===== src/rtl/uart_rb_pkg.sv =====
package uart_rb_pkg;
  localparam int BYTE_W = 8;
  localparam int ADDR_W = 3;
  localparam int LINES  = 4;

  localparam logic [ADDR_W-1:0] OFF_BUF   = 3'd0;
  localparam logic [ADDR_W-1:0] OFF_IEN   = 3'd1;
  localparam logic [ADDR_W-1:0] OFF_IID   = 3'd2;
  localparam logic [ADDR_W-1:0] OFF_LCTL  = 3'd3;
  localparam logic [ADDR_W-1:0] OFF_MCTL  = 3'd4;
  localparam logic [ADDR_W-1:0] OFF_LSTAT = 3'd5;
  localparam logic [ADDR_W-1:0] OFF_MSTAT = 3'd6;
  localparam logic [ADDR_W-1:0] OFF_SCR   = 3'd7;

  typedef enum logic [1:0] {
    CAUSE_MODEM = 2'b00,
    CAUSE_TXE   = 2'b01,
    CAUSE_RXD   = 2'b10,
    CAUSE_LINE  = 2'b11
  } cause_e;

  localparam int RI_POS = 2;
endpackage


===== src/rtl/rb_rx_status.sv =====
module rb_rx_status #(
  parameter int W = 8
) (
  input  logic         clk,
  input  logic         rst_n,
  input  logic         rx_valid,
  input  logic [W-1:0] rx_data,
  input  logic         rx_perr,
  input  logic         rx_ferr,
  input  logic         rx_brk,
  input  logic         buf_rd,
  input  logic         lsr_rd,
  output logic [W-1:0] rbr,
  output logic         dr,
  output logic         oe,
  output logic         pe,
  output logic         fe,
  output logic         bi
);
  logic overrun_hit;
  assign overrun_hit = rx_valid && dr && !buf_rd;

  always_ff @(posedge clk or negedge rst_n) begin
    if (!rst_n) begin
      rbr <= '0;
      dr  <= 1'b0;
      oe  <= 1'b0;
      pe  <= 1'b0;
      fe  <= 1'b0;
      bi  <= 1'b0;
    end else begin
      if (rx_valid) rbr <= rx_brk ? '0 : rx_data;

      if (rx_valid)    dr <= 1'b1;
      else if (buf_rd) dr <= 1'b0;

      if (overrun_hit) oe <= 1'b1;
      else if (lsr_rd) oe <= 1'b0;

      if (rx_valid && rx_perr) pe <= 1'b1;
      else if (lsr_rd)         pe <= 1'b0;

      if (rx_valid && rx_ferr) fe <= 1'b1;
      else if (lsr_rd)         fe <= 1'b0;

      if (rx_valid && rx_brk)  bi <= 1'b1;
      else if (lsr_rd)         bi <= 1'b0;
    end
  end

  p_dr_clears_r5: assert property (@(posedge clk) disable iff (!rst_n)
    buf_rd && !rx_valid |=> !dr);
  p_dr_sets_r5: assert property (@(posedge clk) disable iff (!rst_n)
    rx_valid |=> dr);
  p_overrun_r6: assert property (@(posedge clk) disable iff (!rst_n)
    rx_valid && dr && !buf_rd |=> oe);
  p_err_clear_r7: assert property (@(posedge clk) disable iff (!rst_n)
    lsr_rd && !rx_valid |=> !(oe || pe || fe || bi));
endmodule


===== src/rtl/rb_tx_hold.sv =====
module rb_tx_hold #(
  parameter int W = 8
) (
  input  logic         clk,
  input  logic         rst_n,
  input  logic         thr_wr,
  input  logic [W-1:0] wdata,
  input  logic         tx_ready,
  input  logic         tx_shift_empty,
  input  logic         arm,
  input  logic         iir_rd_txe,
  output logic         tx_valid,
  output logic [W-1:0] tx_data,
  output logic         thre,
  output logic         temt,
  output logic         txe_pend
);
  logic handoff;
  assign handoff  = tx_valid && tx_ready;
  assign tx_valid = !thre;
  assign temt     = thre && tx_shift_empty;

  always_ff @(posedge clk or negedge rst_n) begin
    if (!rst_n) begin
      tx_data  <= '0;
      thre     <= 1'b1;
      txe_pend <= 1'b0;
    end else begin
      if (thr_wr) tx_data <= wdata;

      if (thr_wr)       thre <= 1'b0;
      else if (handoff) thre <= 1'b1;

      if (thr_wr)                              txe_pend <= 1'b0;
      else if (handoff || (arm && thre))       txe_pend <= 1'b1;
      else if (iir_rd_txe)                     txe_pend <= 1'b0;
    end
  end

  p_thr_write_r8: assert property (@(posedge clk) disable iff (!rst_n)
    thr_wr |=> tx_valid && !temt);
  p_handoff_r8: assert property (@(posedge clk) disable iff (!rst_n)
    tx_valid && tx_ready && !thr_wr |=> !tx_valid);
  p_txe_drop_r9: assert property (@(posedge clk) disable iff (!rst_n)
    thr_wr |=> !txe_pend);
  p_txe_raise_r9: assert property (@(posedge clk) disable iff (!rst_n)
    tx_valid && tx_ready && !thr_wr |=> txe_pend);
endmodule


===== src/rtl/rb_modem_status.sv =====
module rb_modem_status #(
  parameter int N      = 4,
  parameter int RI_IDX = 2
) (
  input  logic         clk,
  input  logic         rst_n,
  input  logic [N-1:0] ext_lines,
  input  logic [N-1:0] loop_lines,
  input  logic         loopback,
  input  logic         msr_rd,
  output logic [N-1:0] level,
  output logic [N-1:0] delta
);
  logic [N-1:0] prev_q;
  logic [N-1:0] chg;
  logic         primed_q;

  assign level = loopback ? loop_lines : ext_lines;

  for (genvar g = 0; g < N; g++) begin : g_line
    if (g == RI_IDX) begin : g_trail
      assign chg[g] = prev_q[g] & ~level[g];
    end else begin : g_any
      assign chg[g] = prev_q[g] ^ level[g];
    end
  end

  always_ff @(posedge clk or negedge rst_n) begin
    if (!rst_n) begin
      prev_q   <= '0;
      delta    <= '0;
      primed_q <= 1'b0;
    end else begin
      prev_q   <= level;
      primed_q <= 1'b1;
      for (int i = 0; i < N; i++) begin
        if (primed_q && chg[i]) delta[i] <= 1'b1;
        else if (msr_rd)        delta[i] <= 1'b0;
      end
    end
  end

  p_ri_rise_quiet_r10: assert property (@(posedge clk) disable iff (!rst_n)
    !msr_rd && !prev_q[RI_IDX] |=> $stable(delta[RI_IDX]));
  p_msr_clear_r10: assert property (@(posedge clk) disable iff (!rst_n)
    msr_rd && (level == prev_q) |=> delta == '0);
endmodule


===== src/rtl/rb_irq_encode.sv =====
module rb_irq_encode
  import uart_rb_pkg::*;
(
  input  logic [3:0]        en,
  input  logic              line_err,
  input  logic              rx_ready,
  input  logic              txe_pend,
  input  logic              modem_chg,
  output logic [BYTE_W-1:0] iir,
  output logic              irq,
  output logic              txe_top
);
  logic   ls_p, da_p, te_p, ms_p;
  cause_e cause;

  assign ls_p = en[2] && line_err;
  assign da_p = en[0] && rx_ready;
  assign te_p = en[1] && txe_pend;
  assign ms_p = en[3] && modem_chg;
  assign irq  = ls_p || da_p || te_p || ms_p;

  always_comb begin
    if (ls_p)      cause = CAUSE_LINE;
    else if (da_p) cause = CAUSE_RXD;
    else if (te_p) cause = CAUSE_TXE;
    else           cause = CAUSE_MODEM;
  end

  assign txe_top = irq && (cause == CAUSE_TXE);
  assign iir     = {5'b00000, cause, ~irq};
endmodule


===== src/rtl/uart_regbank.sv =====
module uart_regbank
  import uart_rb_pkg::*;
#(
  parameter logic [2*BYTE_W-1:0] DIV_RESET = '0
) (
  input  logic                clk,
  input  logic                rst_n,
  input  logic [ADDR_W-1:0]   bus_addr,
  input  logic                bus_wr,
  input  logic                bus_rd,
  input  logic [BYTE_W-1:0]   bus_wdata,
  output logic [BYTE_W-1:0]   bus_rdata,
  output logic                irq,
  input  logic                rx_valid,
  input  logic [BYTE_W-1:0]   rx_data,
  input  logic                rx_perr,
  input  logic                rx_ferr,
  input  logic                rx_brk,
  output logic                tx_valid,
  output logic [BYTE_W-1:0]   tx_data,
  input  logic                tx_ready,
  input  logic                tx_shift_empty,
  input  logic                ser_tx_i,
  input  logic                ser_rx_i,
  output logic                sout,
  output logic                rx_ser_o,
  input  logic                cts_i,
  input  logic                dsr_i,
  input  logic                ri_i,
  input  logic                dcd_i,
  output logic                dtr_o,
  output logic                rts_o,
  output logic                out1_o,
  output logic                out2_o,
  output logic [2*BYTE_W-1:0] divisor,
  output logic [1:0]          word_len,
  output logic                stop_long,
  output logic                par_en,
  output logic                par_even,
  output logic                par_stick,
  output logic                break_o
);
  localparam int DIV_W = 2 * BYTE_W;

  logic [BYTE_W-1:0] dll_q, dlm_q, lcr_q, scr_q;
  logic [3:0]        ier_q;
  logic [4:0]        mcr_q;
  logic              dlab, loopback;

  assign dlab     = lcr_q[7];
  assign loopback = mcr_q[4];

  logic sel_buf, sel_ien;
  assign sel_buf = (bus_addr == OFF_BUF);
  assign sel_ien = (bus_addr == OFF_IEN);

  logic wr_dll, wr_dlm, wr_thr, wr_ier;
  assign wr_dll = bus_wr && sel_buf && dlab;
  assign wr_dlm = bus_wr && sel_ien && dlab;
  assign wr_thr = bus_wr && sel_buf && !dlab;
  assign wr_ier = bus_wr && sel_ien && !dlab;

  logic rd_buf, rd_lsr, rd_msr, rd_iir;
  assign rd_buf = bus_rd && sel_buf && !dlab;
  assign rd_lsr = bus_rd && (bus_addr == OFF_LSTAT);
  assign rd_msr = bus_rd && (bus_addr == OFF_MSTAT);
  assign rd_iir = bus_rd && (bus_addr == OFF_IID);

  always_ff @(posedge clk or negedge rst_n) begin
    if (!rst_n) begin
      dll_q <= DIV_RESET[BYTE_W-1:0];
      dlm_q <= DIV_RESET[DIV_W-1:BYTE_W];
      lcr_q <= '0;
      scr_q <= '0;
      ier_q <= '0;
      mcr_q <= '0;
    end else if (bus_wr) begin
      if (wr_dll) dll_q <= bus_wdata;
      if (wr_dlm) dlm_q <= bus_wdata;
      if (wr_ier) ier_q <= bus_wdata[3:0];
      if (bus_addr == OFF_LCTL) lcr_q <= bus_wdata;
      if (bus_addr == OFF_MCTL) mcr_q <= bus_wdata[4:0];
      if (bus_addr == OFF_SCR)  scr_q <= bus_wdata;
    end
  end

  // receive side
  logic [BYTE_W-1:0] rbr;
  logic dr, oe, pe, fe, bi;
  rb_rx_status #(.W(BYTE_W)) u_rx (
    .clk(clk), .rst_n(rst_n), .rx_valid(rx_valid), .rx_data(rx_data),
    .rx_perr(rx_perr), .rx_ferr(rx_ferr), .rx_brk(rx_brk),
    .buf_rd(rd_buf), .lsr_rd(rd_lsr),
    .rbr(rbr), .dr(dr), .oe(oe), .pe(pe), .fe(fe), .bi(bi)
  );

  // transmit side
  logic thre, temt, txe_pend, txe_top, arm;
  assign arm = wr_ier && bus_wdata[1] && !ier_q[1];
  rb_tx_hold #(.W(BYTE_W)) u_tx (
    .clk(clk), .rst_n(rst_n), .thr_wr(wr_thr), .wdata(bus_wdata),
    .tx_ready(tx_ready), .tx_shift_empty(tx_shift_empty), .arm(arm),
    .iir_rd_txe(rd_iir && txe_top),
    .tx_valid(tx_valid), .tx_data(tx_data), .thre(thre), .temt(temt),
    .txe_pend(txe_pend)
  );

  // modem side: index 0 cts, 1 dsr, 2 ri, 3 dcd
  logic [LINES-1:0] m_level, m_delta, ext_lines, loop_lines;
  assign ext_lines  = {dcd_i, ri_i, dsr_i, cts_i};
  assign loop_lines = {mcr_q[3], mcr_q[2], mcr_q[0], mcr_q[1]};
  rb_modem_status #(.N(LINES), .RI_IDX(RI_POS)) u_modem (
    .clk(clk), .rst_n(rst_n), .ext_lines(ext_lines), .loop_lines(loop_lines),
    .loopback(loopback), .msr_rd(rd_msr), .level(m_level), .delta(m_delta)
  );

  logic [BYTE_W-1:0] iir_val;
  logic              line_err;
  assign line_err = oe || pe || fe || bi;
  rb_irq_encode u_irq (
    .en(ier_q), .line_err(line_err), .rx_ready(dr), .txe_pend(txe_pend),
    .modem_chg(|m_delta), .iir(iir_val), .irq(irq), .txe_top(txe_top)
  );

  logic [BYTE_W-1:0] lsr_val, msr_val;
  assign lsr_val = {1'b0, temt, thre, bi, fe, pe, oe, dr};
  assign msr_val = {m_level, m_delta};

  always_comb begin
    case (bus_addr)
      OFF_BUF:   bus_rdata = dlab ? dll_q : rbr;
      OFF_IEN:   bus_rdata = dlab ? dlm_q : {4'b0000, ier_q};
      OFF_IID:   bus_rdata = iir_val;
      OFF_LCTL:  bus_rdata = lcr_q;
      OFF_MCTL:  bus_rdata = {3'b000, mcr_q};
      OFF_LSTAT: bus_rdata = lsr_val;
      OFF_MSTAT: bus_rdata = msr_val;
      default:   bus_rdata = scr_q;
    endcase
  end

  assign sout      = loopback ? 1'b1 : ser_tx_i;
  assign rx_ser_o  = loopback ? ser_tx_i : ser_rx_i;
  assign dtr_o     = mcr_q[0] && !loopback;
  assign rts_o     = mcr_q[1] && !loopback;
  assign out1_o    = mcr_q[2] && !loopback;
  assign out2_o    = mcr_q[3] && !loopback;
  assign divisor   = {dlm_q, dll_q};
  assign word_len  = lcr_q[1:0];
  assign stop_long = lcr_q[2];
  assign par_en    = lcr_q[3];
  assign par_even  = lcr_q[4];
  assign par_stick = lcr_q[5];
  assign break_o   = lcr_q[6];

  p_loop_sout_r11: assert property (@(posedge clk) disable iff (!rst_n)
    loopback |-> sout && !(dtr_o || rts_o || out1_o || out2_o));
  p_line_prio_r3: assert property (@(posedge clk) disable iff (!rst_n)
    ier_q[2] && (oe || pe || fe || bi) |-> iir_val == 8'h06);
  p_quiet_iir_r4: assert property (@(posedge clk) disable iff (!rst_n)
    !irq |-> iir_val == 8'h01);
  p_div_write_r1: assert property (@(posedge clk) disable iff (!rst_n)
    wr_dll |=> divisor[BYTE_W-1:0] == $past(bus_wdata));
endmodule


===== config.mk =====
export PLATFORM = sky130hd
export DESIGN_NAME = uart_regbank
export DESIGN_NICKNAME = d
export VERILOG_FILES = /design/src/rtl/uart_rb_pkg.sv /design/src/rtl/rb_rx_status.sv /design/src/rtl/rb_tx_hold.sv /design/src/rtl/rb_modem_status.sv /design/src/rtl/rb_irq_encode.sv /design/src/rtl/uart_regbank.sv
export SDC_FILE = /design/constraint.sdc
export NUM_CORES = 1
export LEC_CHECK = 0
export BUFFER_PORTS_ARGS = -buffer_cell sky130_fd_sc_hd__buf_2
export CAP_MARGIN = 20
export CELL_PAD_IN_SITES_DETAIL_PLACEMENT = 0
export CELL_PAD_IN_SITES_GLOBAL_PLACEMENT = 1
export CORE_ASPECT_RATIO = 0.6
export CORE_MARGIN = 10
export CORE_UTILIZATION = 38
export DETAILED_ROUTE_END_ITERATION = 8
export GPL_ROUTABILITY_DRIVEN = 0
export GPL_TIMING_DRIVEN = 0
export PLACE_DENSITY = 0.76
export RECOVER_POWER = 100
export SYNTH_ARGS = -nofsm -noshare
export SYNTH_HDL_FRONTEND = slang
export SYNTH_SLANG_ARGS = --single-unit

===== constraint.sdc =====
create_clock -name clk -period 1.4 [get_ports clk]
set_input_delay 0.07 -clock clk [delete_from_list [all_inputs] [get_ports clk]]
set_output_delay 0.07 -clock clk [all_outputs]
set_load 0.01 [all_outputs]

Word level (Yosys, flattened, before mapping)
Index checks and enable logic that the tools add are counted.
{"block": "word_totals", "regBits": 73, "output_inout_bits": 47}
{"block": "classes", "n_eq_ne": 8, "muxes": 27, "n_bitwise": 6, "reduce_logical": 66}
{"cell": "8-bit one-hot mux with 7 select lines", "count": 1}
{"cell": "1-bit logical AND", "count": 35}
{"cell": "8-bit 2-to-1 mux", "count": 3}
{"cell": "1-bit 2-to-1 mux", "count": 20}
{"cell": "2-bit nonzero test", "count": 10}
{"cell": "3-bit == test, second input constant", "count": 4}
{"cell": "2-bit AND reduction", "count": 6}
{"cell": "1-bit logical OR", "count": 7}
{"cell": "3-bit by 2-bit == test with 1-bit output, second input constant", "count": 2}
{"cell": "1-bit logical NOT", "count": 5}
{"cell": "2-bit 2-to-1 mux", "count": 2}
{"cell": "4-bit 2-to-1 mux", "count": 1}
{"cell": "4-bit OR reduction", "count": 1}
{"cell": "3-bit by 1-bit == test with 1-bit output, second input constant", "count": 1}
{"cell": "3-bit logical NOT", "count": 1}
{"cell": "3-bit nonzero test", "count": 1}
{"cell": "1-bit XOR", "count": 3}
{"cell": "2-bit by 1-bit == test with 1-bit output, second input constant", "count": 1}
{"cell": "1-bit inverter", "count": 2}
{"cell": "1-bit bitwise AND", "count": 1}

Logic depth before layout (Yosys ltp)
{"block": "depth", "word_depth": 12, "ltp_mapped": 6}

By module
A second synthesis with hierarchy kept.
{"block": "unflattened", "cells_unflattened": 323, "hier_area_um2": 3858.7}
{"mod": "uart_regbank", "n_inst": 1, "cells_each": 211, "area_each_um2": 2429.8, "seq_area_each_um2": 1026.0}
{"mod": "rb_rx_status", "n_inst": 1, "cells_each": 44, "area_each_um2": 535.5, "seq_area_each_um2": 325.3}
{"mod": "rb_tx_hold", "n_inst": 1, "cells_each": 26, "area_each_um2": 421.7, "seq_area_each_um2": 251.5}
{"mod": "rb_modem_status", "n_inst": 1, "cells_each": 29, "area_each_um2": 372.9, "seq_area_each_um2": 225.2}
{"mod": "rb_irq_encode", "n_inst": 1, "cells_each": 13, "area_each_um2": 98.8, "seq_area_each_um2": 0.0}

Least setup slack after synthesis
OpenSTA, ideal clock, no wires.
{"block": "synth_timing", "kind": "reg-to-output", "from": "reg dlm_q[1]", "to": "out bus_rdata[1]", "arrival_time_ps": 1473, "required_time_ps": 1330, "setup_slack_ps": -143, "path_stages_with_launch": 5, "path_buffers": 0, "path_cell_list": "dfrtp_1 -> mux2_2 -> a32o_1 -> a221o_1 -> o32a_1"}
{"block": "synth_between", "elab_chain_cells": 2}
{"item": "start, declared", "line_no": "uart_regbank.sv:45", "text": "logic [BYTE_W-1:0] dll_q, dlm_q, lcr_q, scr_q;"}
{"item": "start signal, assigned", "line_no": "uart_regbank.sv:72", "text": "dlm_q <= DIV_RESET[DIV_W-1:BYTE_W];"}
{"item": "start signal, assigned", "line_no": "uart_regbank.sv:79", "text": "if (wr_dlm) dlm_q <= bus_wdata;"}
{"item": "8-bit 2-to-1 mux", "line_no": "uart_regbank.sv:132", "text": "OFF_IEN: bus_rdata = dlab ? dlm_q : {4'b0000, ier_q};"}
{"item": "8-bit one-hot mux with 7 select lines", "line_no": "uart_regbank.sv:130", "text": "case (bus_addr)"}
{"item": "end, declared", "line_no": "uart_regbank.sv:12", "text": "output logic [BYTE_W-1:0] bus_rdata,"}
No other way between the ends.

Final worst setup path
{"block": "layout_timing", "from": "reg lcr_q[7]", "to": "out bus_rdata[1]"}
{"block": "layout_between", "elab_chain_cells": 2}
{"item": "start, declared", "line_no": "uart_regbank.sv:45"}
{"item": "start signal, assigned", "line_no": "uart_regbank.sv:81", "text": "if (bus_addr == OFF_LCTL) lcr_q <= bus_wdata;"}
{"item": "8-bit 2-to-1 mux, on equally long branches", "line_no": "uart_regbank.sv:132, uart_regbank.sv:131"}
{"item": "8-bit one-hot mux with 7 select lines *", "line_no": "uart_regbank.sv:130"}
Mark *: on every way between the ends. The rest lies on a longest branch, timed or not.

==> metrics.yaml <==
worst_pin_slew_ps: 1020
cts_buffers: 9
nets: 440
clk_latency_ps: 340
rows: 27
synth_top_area_frac: 0.511
finalNonFillerCells: 527
via_per_inst: 5.29
final_util: 0.514
ys.flop_type: "dfrtp_1"
worstPathRequired_ps: 1330
dp_cells: 491
r2r_slack_ps: -50
grt_max_degree: 74
avgSynthCellArea_um2: 12.0
drt-pass1-iter-count: 4
syn_area_um2: 3530
antenna_violating_nets_post_route: 0
initial_core_util: 0.387
setup_viol: 26
grtUsageTotal: 0.166
arrival_ps: 2000
r2r-start: "lcr_q[7]"
clk_pin_slew_ps: 60
period_share: 1.48
ctsHtreeMaxLevel: 3
ff2ff_path_depth: 5
layout-drive-gt1-share: 0.388
ios: 82
ir_drop_mv: 0.811
dpl_cell_area_um2: 4130
async_flop_share: 1.00
vias: 2787
crit_path_end_kind: "output port"
synthTopCellsByArea: "dfrtp_1 51%, mux2_2 18%, o21ai_0 2.4%"
drt_iter0_drc: 258
violations: "setup timing"
whs_endpoint: "u_rx.oe"
root_buffer: "clkbuf_16"
cts_tree: "built"
antenna_found_initial: 0
clock_path_buffers: 2
max_freq_ghz: 0.482
cts_sinks: 73
drv_slew: 0
wl_per_cell_um: 20.6
die_h_um: 94.6
synth-edff-count: 0
grt_pass1_vias: 2986
dieArea_um2: 13700
overflow: 0
dp_slack_ps: -378
slew_headroom: 0.321
yosysWarnings: 0
finalInstanceArea_um2: 4690
hold_depth: 2
cap_violations: 0
grt_first_pass_wirelength_mm: 17.3
syn-num-nets: 329
r2r-end: "u_tx.tx_data[6]"
outcome: "finished, violations left"
die_w_um: 144
cp-start-kind: "flip-flop"
synthCells: 294
finalWorstSetupSlack_ps: -674
areaGrowthSynthToFinish_pct: 32.9
place_hpwl_mm: 8.18
wl_mm: 10.9
powerDensity_nw_per_um2: 1570
synth.ff_latch_count: 73
worstPathMaxFanout: 2
hold_class: "in2reg"
coreArea_um2: 9120
rsz0062_at_grt: "yes"
synth_top_area_cell: "dfrtp_1"
skew_ps: 5.60
fin_crit_ps: 2070
synthDistinctLibCells: 53
ys_seq_area_frac: 0.518
p_leak_nw: 2.04
hold_viol: 0
post-route-drc-count: 0
port-buffer-count: 80
nFillCells: 868
hold_start: "rx_valid"
crit_type: "reg2out"
setup_tns_ps: -5170
## worst max path at each step
stage / startpoint / end / slack [ps] / depth (start not counted)
floorplan: dlm_q[1] / bus_rdata[1] / -140 / 4
global placement: mcr_q[4] / bus_rdata[5] / -370 / 5
detailed placement: lcr_q[7] / bus_rdata[2] / -380 / 6
CTS: lcr_q[7] / bus_rdata[1] / -680 / 5
global route: lcr_q[7] / bus_rdata[1] / -720 / 5
finish: lcr_q[7] / bus_rdata[1] / -670 / 5
## critical path, cell delays in order (launching register included)
cell and delay, ps:
dfrtp_1 350, mux2_2 340, a32o_2 270, a221o_1 260
o32a_1 310, buf_2 150
## final cells by class
cell class                 instances  area, um^2  area share
sequential                        73        1830       0.390
multi-input combinational        193        1690       0.361
timing repair buffer             100         567       0.121
clock buffer                       9         225      0.0480
tap                              116         145      0.0309
buffer                            16        96.3      0.0205
clock inverter                     7        85.1      0.0181
inverter                          12        45.0     0.00960
antenna                            1        2.50    0.000533
## synth_stat cells (all sizes together) (2+ instances only)
library cell   n
clkbuf         5
mux4           3
o21a           2
nor2b          6
nand4b         3
or2            2
o21ai         17
and2           2
nor2           9
xnor2          2
nand2         16
nand3          7
nand4          2
a22o           6
a221oi         2
a31oi          2
dfrtp         72
o211ai         3
mux2          55
a32o           2
buf           11
nand2b         3
nand3b        10
mux2i          7
o41ai          2
a21oi          8
inv           12
## cell usage in the layout, fill, tap and decap left out, types with 2 or more instances in the layout
cell	n
xnor2_1	2
nand4b_1	3
buf_2	45
clkinv_2	5
nor2_1	8
mux2_1	2
o21ai_1	2
bufinv_16	2
mux4_2	3
clkbuf_1	40
buf_6	4
inv_1	12
a21oi_1	8
o21ai_0	14
clkbuf_2	4
dfrtp_1	70
clkbuf_4	2
dlygate4sd3_1	12
o21a_1	2
o211ai_1	3
nand3_4	2
buf_4	7
nand3b_1	10
nand2b_1	3
mux2_2	52
nand4_1	2
nand2_1	15
nand3_1	5
nor2b_1	6
clkbuf_16	9
mux2i_1	6
dfrtp_2	2
a22o_1	6
## cells by family after synthesis
| logic type | after synthesis | synth area share |
|---|---|---|
| buf+inv | 28 | 0.0351 |
| other cells | 1 | 0.00106 |
| flops | 73 | 0.518 |
| mux | 65 | 0.215 |
| compound gates | 58 | 0.114 |
| xor+xnor | 3 | 0.00745 |
| simple gates | 66 | 0.110 |
## metal layers
| metal | track usage | vias to the layer above | part of all wire |
|---|---|---|---|
| met4 | 0.0402 | 0 | 0.0099 |
| met2 | 0.231 | 99 | 0.42 |
| met3 | 0.0657 | 11 | 0.090 |
| met1 | 0.236 | 1373 | 0.48 |
| li1 | - | 1304 | - |
| met5 | 0 | - | 0 |
## per-stage QoR
step / hold slack [ps] / total power (W)
floorplan: -226 / 0.00403
global placement: 307 / 0.00480
detailed placement: 113 / 0.00487
CTS: 12.6 / 0.00751
global route: 40.4 / 0.00775
finish: 24.7 / 0.00734
## registers in the layout, summed over array words and instances, names as in the netlist, 4 cells and up
signal and cells:
ier_q 4, u_rx.rbr 8, scr_q 8, lcr_q 8, dll_q 8, u_modem.prev_q 4
dlm_q 8, u_tx.tx_data 8, u_modem.delta 4, mcr_q 5
## power breakdown
group	total [W]	switching [W]	internal, W
logic	0.00195	0.000979	0.000971
clock network	0.00241	0.000870	0.00154
registers	0.00298	0.000378	0.00260
total	0.00734	0.00223	0.00512
## timing repair
| item | CTS | global route |
|---|---|---|
| setup endpoints to repair | 41 | 40 |
| pin swaps | 6 | 4 |
| hold endpoints to repair | 83 | 0 |
| buffers inserted | 6 | 1 |
| resized for setup | 30 | 5 |
| hold buffers | 12 | 0 |
No activity file was read; power rests on OpenSTA's default activity.
